<file path="config.mk">
export PLATFORM = sky130hd
export DESIGN_NAME = gpio_irq_bank
export DESIGN_NICKNAME = d
export VERILOG_FILES = /design/src/rtl/gpio_bank_pkg.sv /design/src/rtl/gpio_in_sync.sv /design/src/rtl/gpio_ctrl_regs.sv /design/src/rtl/gpio_irq_detect.sv /design/src/rtl/gpio_irq_bank.sv
export SDC_FILE = /design/constraint.sdc
export NUM_CORES = 1
export LEC_CHECK = 0
export ABC_AREA = 1
export ABC_CLOCK_PERIOD_IN_PS = 3600
export CAP_MARGIN = 15
export CELL_PAD_IN_SITES_DETAIL_PLACEMENT = 0
export CELL_PAD_IN_SITES_GLOBAL_PLACEMENT = 1
export CORE_ASPECT_RATIO = 1.1
export CORE_MARGIN = 10
export CORE_UTILIZATION = 25
export DETAILED_ROUTE_END_ITERATION = 16
export GPL_TIMING_DRIVEN = 0
export MAX_ROUTING_LAYER = met4
export PLACE_DENSITY = 0.55
export SYNTH_ARGS = -nofsm -noshare
export SYNTH_HDL_FRONTEND = slang
export SYNTH_SLANG_ARGS = --single-unit
</file>
<file path="constraint.sdc">
create_clock -name clk -period 3.6 [get_ports clk]
set_input_delay 0.54 -clock clk [delete_from_list [all_inputs] [get_ports clk]]
set_output_delay 0.54 -clock clk [all_outputs]
set_load 0.02 [all_outputs]
</file>
<file path="src/rtl/gpio_bank_pkg.sv">
package gpio_bank_pkg;

   localparam int unsigned BUS_W = 32;

   // register byte offsets: value at +0 and direction at +4, interrupt group from +0x08
   localparam logic [7:0] OFS_VALUE  = 8'h00;
   localparam logic [7:0] OFS_DIR    = 8'h04;
   localparam logic [7:0] OFS_IEN    = 8'h08;
   localparam logic [7:0] OFS_SENSE0 = 8'h0C;
   localparam logic [7:0] OFS_SENSE1 = 8'h10;
   localparam logic [7:0] OFS_SENSE2 = 8'h14;
   localparam logic [7:0] OFS_ISTAT  = 8'h18;
   localparam logic [7:0] OFS_LATCH  = 8'h1C;

   typedef struct packed {
      logic s2;
      logic s1;
      logic s0;
   } sense_t;

   // condition seen on one pin for its sense code
   function automatic logic sense_hit(sense_t code, logic cur, logic prv);
      if (code.s1)
         return code.s0 ? cur : ~cur;
      else if (code.s2)
         return cur ^ prv;
      else if (code.s0)
         return cur & ~prv;
      else
         return prv & ~cur;
   endfunction

endpackage

</file>
<file path="src/rtl/gpio_in_sync.sv">
module gpio_in_sync #(
   parameter int unsigned WIDTH  = 32,
   parameter int unsigned STAGES = 2
) (
   input  logic             clk,
   input  logic             rst_n,
   input  logic [WIDTH-1:0] d,
   output logic [WIDTH-1:0] q
);

   logic [STAGES-1:0][WIDTH-1:0] chain_q;

   always_ff @(posedge clk) begin
      if (!rst_n)
         chain_q <= '0;
      else
         chain_q <= {chain_q[STAGES-2:0], d};
   end

   assign q = chain_q[STAGES-1];

endmodule

</file>
<file path="src/rtl/gpio_ctrl_regs.sv">
module gpio_ctrl_regs
   import gpio_bank_pkg::*;
#(
   parameter int unsigned NPINS  = 32,
   parameter int unsigned ADDR_W = 8
) (
   input  logic              clk,
   input  logic              rst_n,
   input  logic [ADDR_W-1:0] bus_addr,
   input  logic              bus_we,
   input  logic [BUS_W-1:0]  bus_wdata,
   output logic [BUS_W-1:0]  bus_rdata,
   input  logic [NPINS-1:0]  pad_sync,
   input  logic [NPINS-1:0]  istat,
   output logic [NPINS-1:0]  latch_q,
   output logic [NPINS-1:0]  dir_q,
   output logic [NPINS-1:0]  ien_q,
   output logic [NPINS-1:0]  sense0_q,
   output logic [NPINS-1:0]  sense1_q,
   output logic [NPINS-1:0]  sense2_q,
   output logic [NPINS-1:0]  istat_clr
);

   localparam logic [ADDR_W-1:0] A_VALUE  = ADDR_W'(OFS_VALUE);
   localparam logic [ADDR_W-1:0] A_DIR    = ADDR_W'(OFS_DIR);
   localparam logic [ADDR_W-1:0] A_IEN    = ADDR_W'(OFS_IEN);
   localparam logic [ADDR_W-1:0] A_SENSE0 = ADDR_W'(OFS_SENSE0);
   localparam logic [ADDR_W-1:0] A_SENSE1 = ADDR_W'(OFS_SENSE1);
   localparam logic [ADDR_W-1:0] A_SENSE2 = ADDR_W'(OFS_SENSE2);
   localparam logic [ADDR_W-1:0] A_ISTAT  = ADDR_W'(OFS_ISTAT);
   localparam logic [ADDR_W-1:0] A_LATCH  = ADDR_W'(OFS_LATCH);

   logic [NPINS-1:0] wpin;
   assign wpin = bus_wdata[NPINS-1:0];

   always_ff @(posedge clk) begin
      if (!rst_n) begin
         latch_q  <= '0;
         dir_q    <= '0;
         ien_q    <= '0;
         sense0_q <= '0;
         sense1_q <= '0;
         sense2_q <= '0;
      end else if (bus_we) begin
         case (bus_addr)
            A_VALUE:  latch_q  <= wpin;
            A_DIR:    dir_q    <= wpin;
            A_IEN:    ien_q    <= wpin;
            A_SENSE0: sense0_q <= wpin;
            A_SENSE1: sense1_q <= wpin;
            A_SENSE2: sense2_q <= wpin;
            default:  ;
         endcase
      end
   end

   assign istat_clr = (bus_we && bus_addr == A_ISTAT) ? wpin : '0;

   always_comb begin
      bus_rdata = '0;
      case (bus_addr)
         A_VALUE:  bus_rdata = BUS_W'(pad_sync);
         A_DIR:    bus_rdata = BUS_W'(dir_q);
         A_IEN:    bus_rdata = BUS_W'(ien_q);
         A_SENSE0: bus_rdata = BUS_W'(sense0_q);
         A_SENSE1: bus_rdata = BUS_W'(sense1_q);
         A_SENSE2: bus_rdata = BUS_W'(sense2_q);
         A_ISTAT:  bus_rdata = BUS_W'(istat);
         A_LATCH:  bus_rdata = BUS_W'(latch_q);
         default:  bus_rdata = '0;
      endcase
   end

endmodule

</file>
<file path="src/rtl/gpio_irq_detect.sv">
module gpio_irq_detect
   import gpio_bank_pkg::*;
#(
   parameter int unsigned NPINS = 32
) (
   input  logic             clk,
   input  logic             rst_n,
   input  logic [NPINS-1:0] pad_sync,
   input  logic [NPINS-1:0] ien,
   input  logic [NPINS-1:0] sense0,
   input  logic [NPINS-1:0] sense1,
   input  logic [NPINS-1:0] sense2,
   input  logic [NPINS-1:0] clr,
   output logic [NPINS-1:0] status,
   output logic             irq
);

   logic [NPINS-1:0] prev_q;
   logic [NPINS-1:0] hit;

   for (genvar i = 0; i < NPINS; i++) begin : g_pin
      sense_t code;
      assign code   = '{s2: sense2[i], s1: sense1[i], s0: sense0[i]};
      assign hit[i] = sense_hit(code, pad_sync[i], prev_q[i]);
   end

   always_ff @(posedge clk) begin
      if (!rst_n) begin
         prev_q <= '0;
         status <= '0;
      end else begin
         prev_q <= pad_sync;
         // a new hit wins over a clear in the same cycle
         status <= (status & ~clr) | (hit & ien);
      end
   end

   assign irq = |(status & ien);

endmodule

</file>
<file path="src/rtl/gpio_irq_bank.sv">
module gpio_irq_bank
   import gpio_bank_pkg::*;
#(
   parameter int unsigned NPINS       = 32,
   parameter int unsigned ADDR_W      = 8,
   parameter int unsigned SYNC_STAGES = 2
) (
   input  logic              clk,
   input  logic              rst_n,
   input  logic [ADDR_W-1:0] bus_addr,
   input  logic              bus_we,
   input  logic [BUS_W-1:0]  bus_wdata,
   output logic [BUS_W-1:0]  bus_rdata,
   input  logic [NPINS-1:0]  pad_in,
   output logic [NPINS-1:0]  pad_out,
   output logic [NPINS-1:0]  pad_oe,
   output logic              irq
);

   if (NPINS < 1 || NPINS > BUS_W) begin : g_bad_npins
      $error("gpio_irq_bank: NPINS must be 1..32");
   end
   if (ADDR_W < 5) begin : g_bad_addr
      $error("gpio_irq_bank: ADDR_W must reach offset 0x1C");
   end
   if (SYNC_STAGES < 2) begin : g_bad_sync
      $error("gpio_irq_bank: at least two synchronizer stages");
   end

   logic [NPINS-1:0] pad_sync;
   logic [NPINS-1:0] irq_status;
   logic [NPINS-1:0] irq_en;
   logic [NPINS-1:0] sense0, sense1, sense2;
   logic [NPINS-1:0] stat_clr;

   gpio_in_sync #(.WIDTH(NPINS), .STAGES(SYNC_STAGES)) sync_i (
      .clk   (clk),
      .rst_n (rst_n),
      .d     (pad_in),
      .q     (pad_sync)
   );

   gpio_ctrl_regs #(.NPINS(NPINS), .ADDR_W(ADDR_W)) regs_i (
      .clk       (clk),
      .rst_n     (rst_n),
      .bus_addr  (bus_addr),
      .bus_we    (bus_we),
      .bus_wdata (bus_wdata),
      .bus_rdata (bus_rdata),
      .pad_sync  (pad_sync),
      .istat     (irq_status),
      .latch_q   (pad_out),
      .dir_q     (pad_oe),
      .ien_q     (irq_en),
      .sense0_q  (sense0),
      .sense1_q  (sense1),
      .sense2_q  (sense2),
      .istat_clr (stat_clr)
   );

   gpio_irq_detect #(.NPINS(NPINS)) det_i (
      .clk      (clk),
      .rst_n    (rst_n),
      .pad_sync (pad_sync),
      .ien      (irq_en),
      .sense0   (sense0),
      .sense1   (sense1),
      .sense2   (sense2),
      .clr      (stat_clr),
      .status   (irq_status),
      .irq      (irq)
   );

endmodule

</file>
# Word level (Yosys, flattened, before mapping)
# Index checks and enable logic that the tools add are counted.
# totals
regBits	320
wordCells	321
input_bits	75
output_inout_bits	97
# op_classes
eq_ne	7
n_reduce_logical	9
mux	130
n_bitwise	165
# ops
op	count
$pmux W32 S8	1
$mux W1	128
$and A32 B32 Y32	3
$and A1 B1 Y1	64
$not A1 Y1	64
$eq A8 B5 Y1 const B	4
$mux W32	1
$not A32 Y32	1
$or A32 B32 Y32	1
$reduce_or A32 Y1	1
$xor A1 B1 Y1	32
$eq A8 B4 Y1 const B	2
$reduce_and A2 Y1	6
$eq A8 B3 Y1 const B	1
$logic_not A8 Y1	1
$logic_and A1 B1 Y1	1

# Longest topological paths before layout
# depth
word_depth	7
depth_mapped	10
depth_no_buf	9

# Modules after synthesis
# From an unflattened synthesis, not the netlist that was laid out.
# hier_totals
cells_unflattened	2836
area_unflattened_um2	17812.1
# by_module_without_submodules
module	area_each_um2	n_inst	cells_each
gpio_ctrl_regs	10349.9	1	1706
gpio_irq_detect	5381.4	1	899
gpio_in_sync	2080.7	1	231

# Worst setup path before layout
# OpenSTA, ideal clock, no wires.
# synth_timing
kind	in2out
startpoint	in bus_addr[5]
endpoint	out bus_rdata[13]
stages	9
setup_slack_ns	1.414
arrival_ns	1.646
required_ns	3.060
path_cell_list	inv_1 > nand2_1 > nor2_4 > buf_2 > buf_1 > nand3_1 > nand2_1 > nor2_1 > nand2_1
# synth_between
elab_chain_cells	2
word_cells_on_any_way	9
# synth_rtl
item	line	source
start: declaration	gpio_irq_bank.sv:10	input logic [ADDR_W-1:0] bus_addr,
$eq A8 B5 Y1, or another cell as far along	gpio_ctrl_regs.sv:61	case (bus_addr)
$pmux W32 S8 *	gpio_ctrl_regs.sv:61	
end: declaration	gpio_irq_bank.sv:13	output logic [BUS_W-1:0] bus_rdata,
# Mark *: on every way between the ends. The rest lies on a longest branch, timed or not.

# Final worst setup path
# layout_timing
startpoint	in bus_addr[2]
endpoint	out bus_rdata[18]
# The elaborated chain is that of the path after synthesis.

==> results.md <==
| Result | This run | Unit |
| --- | --- | --- |
| Critical path depth in cells | 10 | - |
| Clock latency reported for the late side of the worst-skew pair | 0.57 | ns |
| Crit Reg-Reg Startpoint | sync_i.q[12] | - |
| Critical path data required time | 3.06 | ns |
| Final Util | 0.320 | - |
| Synthesis Warnings | 0 | - |
| Total wire length after detailed routing | 66,600 | um |
| Number of pins exceeding their max-slew limit in the final report | 0 | - |
| HP Class | register to register | - |
| Total die area | 72,900 | um2 |
| Global Route met1 Usage | 0.237 | - |
| Number of top-level pins | 172 | - |
| Area taken by multi-input logic gates | 7720 | um2 |
| Register area | 6410 | um2 |
| Count of antenna diodes in the layout | 0 | - |
| Most frequent standard cell in the layout excluding fill and tap cells | sky130_fd_sc_hd__nand2_1 | - |
| Power per cell area | 420 | nW/um2 |
| Fill cell instance count of the final layout | 6,817 | - |
| Leading cell types in the layout, fill and taps excluded | sky130_fd_sc_hd__nand2_1 (716), sky130_fd_sc_hd__nor2_1 (486), sky130_fd_sc_hd__dfxtp_1 (320) | - |
| Rel. slew slack | 0.307 | - |
| FF-to-FF End | det_i.status[12] | - |
| Register clock-pin slew on the reported worst setup and hold paths | 0.05 | ns |
| Result of the run | finished, final reports clean | - |
| Number of remaining DRC errors | 0 | - |
| Top cell family by delay on the critical path | buffers and inverters | - |
| Fraction of met3 tracks used by global routing | 0.0264 | - |
| Length of the first detailed-routing pass in iterations | 8 | - |
| Count of clock tree sinks | 320 | - |
| Vias per cell | 4.45 | - |
| TritonCTS clock tree | built | - |
| Final antenna-violating net count | 0 | - |
| All-Layer GR Usage | 0.185 | - |
| Synth-to-Final Area Change | 27.3 | % |
| Post-layout minimum cycle time | 3.56 | ns |
| Routed WL per cell | 19.1 | um |
| Unrepaired setup endpoints after global routing | no | - |
| Number of cells in the design after placement | 3,413 | - |
| Part of the Yosys area used for sequential elements | 0.410 | - |
| Leakage | 0.00895 | uW |
| Detailed-placement wirelength estimate | 47,000 | um |
| Internal Pwr Total | 6290 | uW |
| Transition time at the pin with the least slew margin | 1.04 | ns |
| Setup_tns | 0 | ns |
| Post-Syn Nets | 2,549 | - |
| Hold_ws | 0.411 | ns |
| Clock buffer count from CTS | 42 | - |
| Slowest-stage cell, CP | sky130_fd_sc_hd__clkdlybuf4s50_1 | - |
| Worst setup skew after layout | 0.0114 | ns |
| Share of cells above drive strength 1 | 0.0541 | - |
| Effective utilization at floorplan | 0.251 | - |
| Number of antenna violations at the first check in global routing | 2 | - |
| Most used cell along the critical path | sky130_fd_sc_hd__nand2_1 | - |
| Routing usage on met2 | 0.296 | - |
| Switching power total | 2050 | uW |
| Fmax | 281 | MHz |
| CP Data Arrival Time | 3.02 | ns |
| Total of hold buffers inserted after clock tree synthesis | 0 | - |
| Largest incremental delay on the critical path | 0.63 | ns |
| Cells after Synth | 2,410 | - |
| CP Capture Point | bus_rdata[18] | - |
| Maximum Capacitance Violations | 0 | - |
| Synth Register Bits | 320 | - |
| Final Instance Count excl. Fillers | 3,494 | - |
| Final #Nets | 2,769 | - |
| Setup CP Type | input pin to primary output | - |
| Port buffer count | 170 | - |
| CP bufs+invs | 4 | - |
| Cell chain of the critical path | clkdlybuf4s50_1 > inv_1 > nand2_1 > nor2_4 > clkbuf_4 > nand3_1 > nand2_1 > nor2_1 > nand2_1 > clkdlybuf4s50_1 | - |
| Critical path launch point type | input pin | - |
| Most Used Layer, Global Route | met2 | - |
| Category of the worst setup path capture point | primary output | - |
| Final Wtd Congestion | 0.849 | - |
| Congestion Overflow GR | 0 | - |
| Critical Path Start | bus_addr[2] | - |
| Critical-path maximum fanout | 10 | - |
| H-tree Lvls | 2 | - |
| Count of distinct cell types in the synthesized netlist | 21 | - |
| Mean instance size in the synthesized netlist | 6.48 | um2 |
| Share of power burned in combinational logic | 0.055 | - |
| Maximum count of clock buffers along a single path | 3 | - |
| Placeable core region | 62,100 | um2 |
| Seq pwr share | 0.435 | - |
| Height of the die | 282 | um |
| Max IR drop VDD | 261 | uV |
| Standard-cell row count | 96 | - |
| Placed instance area | 18,400 | um2 |
| Switching portion of total power | 0.246 | - |
| Count of endpoints failing hold in the final timing report | 0 | - |
| Routed via count | 15.6k | - |
| Maximum number of pins on one net before global-route repair | 12 | - |
| Die X | 258 | um |
| Cell Area, Synth | 15,600 | um2 |
| R2R cell count | 7 | - |
| Final setup fails | 0 | - |
| Starting DRC count in detailed routing | 1,030 | - |
| Post-route cell area | 19,900 | um2 |
| Reg2Reg Setup Slack | 2.30 | ns |
| Clock tree root buffer cell | sky130_fd_sc_hd__clkbuf_16 | - |
| Fraction of the cycle the final worst path needs | 0.989 | - |
| Share of total power in the clock network | 0.510 | - |
| Wire length of the first global-routing pass | 97,400 | um |
| Hold Path Cell Cnt | 2 | - |
| Vias in the first global route | 14.8k | - |
==> stage by stage <==
step / total power, uW / setup WS [ns]
detailed placement: 4170 / -0.402
global route: 8670 / 0.00667
floorplan: 3900 / 1.41
global placement: 4160 / -0.404
CTS: 8480 / 0.00117
finish: 8350 / 0.0404
==> how the worst min path moves through the flow <==
stage | from | to | slack, ns
floorplan | sync_i.chain_q[0] | sync_i.q[0] | 0.39
global placement | sync_i.chain_q[19] | sync_i.q[19] | 0.40
detailed placement | sync_i.chain_q[6] | sync_i.q[6] | 0.39
CTS | sync_i.chain_q[3] | sync_i.q[3] | 0.41
global route | sync_i.chain_q[17] | sync_i.q[17] | 0.43
finish | sync_i.chain_q[25] | sync_i.q[25] | 0.41
==> timing repair <==
action,4_1_cts,5_1_grt
gates resized for setup,33,22
pin swaps,1,3
endpoints found under the setup margin,32,31
setup buffers,2,4
==> final cells by class <==
class | count | share of cell area
clock inverter | 19 | 0.00875
multi-input combinational | 1706 | 0.388
clock buffer | 56 | 0.0602
inverter | 272 | 0.0513
timing repair buffer | 176 | 0.0880
buffer | 112 | 0.0291
sequential | 320 | 0.322
tap | 833 | 0.0524
==> routing by layer <==
layer / share of wire / vias to the layer above
li1: - / 7877
met1: 0.46 / 7145
met2: 0.46 / 437
met3: 0.052 / 104
met4: 0.031 / 0
met5: 0 / -
==> cells in the mapped netlist <==
cell | n | area share
sky130_fd_sc_hd__nand2_1 | 716 | 0.17
sky130_fd_sc_hd__nor2_1 | 487 | 0.12
sky130_fd_sc_hd__dfxtp_1 | 320 | 0.41
sky130_fd_sc_hd__inv_1 | 265 | 0.064
sky130_fd_sc_hd__o21ai_0 | 224 | 0.072
sky130_fd_sc_hd__nand3_1 | 67 | 0.021
sky130_fd_sc_hd__a21oi_1 | 64 | 0.021
sky130_fd_sc_hd__ha_1 | 64 | 0.051
sky130_fd_sc_hd__clkbuf_1 | 62 | 0.015
sky130_fd_sc_hd__nand4_1 | 40 | 0.016
sky130_fd_sc_hd__o21a_1 | 32 | 0.015
sky130_fd_sc_hd__buf_2 | 29 | 0.0093
sky130_fd_sc_hd__buf_1 | 12 | 0.0029
sky130_fd_sc_hd__buf_4 | 9 | 0.0043
sky130_fd_sc_hd__inv_2 | 7 | 0.0017
sky130_fd_sc_hd__nor2_4 | 5 | 0.0036
sky130_fd_sc_hd__nand3_2 | 2 | 0.0013
sky130_fd_sc_hd__nor2_2 | 2 | 0.00080
sky130_fd_sc_hd__nand2_2 | 1 | 0.00040
sky130_fd_sc_hd__nor3_1 | 1 | 0.00032
sky130_fd_sc_hd__nor3_4 | 1 | 0.0010
==> flip-flops by register name, indices dropped and copies added (netlist names) <==
signal,flops
det_i.prev_q,32
regs_i.sense1_q,32
sync_i.chain_q,32
det_i.status,32
regs_i.dir_q,32
regs_i.sense2_q,32
regs_i.latch_q,32
regs_i.ien_q,32
regs_i.sense0_q,32
sync_i.q,32
==> worst reg2reg max path: stages, from the launching register on <==
cell	delay, ns
sky130_fd_sc_hd__dfxtp_1	0.48
sky130_fd_sc_hd__ha_1	0.20
sky130_fd_sc_hd__inv_1	0.04
sky130_fd_sc_hd__nand2_1	0.04
sky130_fd_sc_hd__o21ai_0	0.07
sky130_fd_sc_hd__o21ai_0	0.16
sky130_fd_sc_hd__nand2_1	0.10
sky130_fd_sc_hd__a21oi_1	0.15
==> logic make-up (layout without fill, tap and decap cells) <==
family	Yosys count	count (layout)	synth area share
AND/OR/NAND/NOR	1322	1322	0.334
buffers and inverters	384	635	0.0968
AO/OA/AOI/OAI	320	320	0.108
flip-flops	320	320	0.410
adder cells (fa/ha/maj)	64	64	0.0513
==> power by group through the flow <==
stage | registers (uW) | logic (uW) | clock network [uW]
finish | 3630 | 460 | 4260
global route | 3640 | 514 | 4520
CTS | 3630 | 465 | 4380
detailed placement | 3710 | 461 | 0
global placement | 3710 | 456 | 0
floorplan | 3700 | 204 | 0
(Power assumes the default switching activity.)
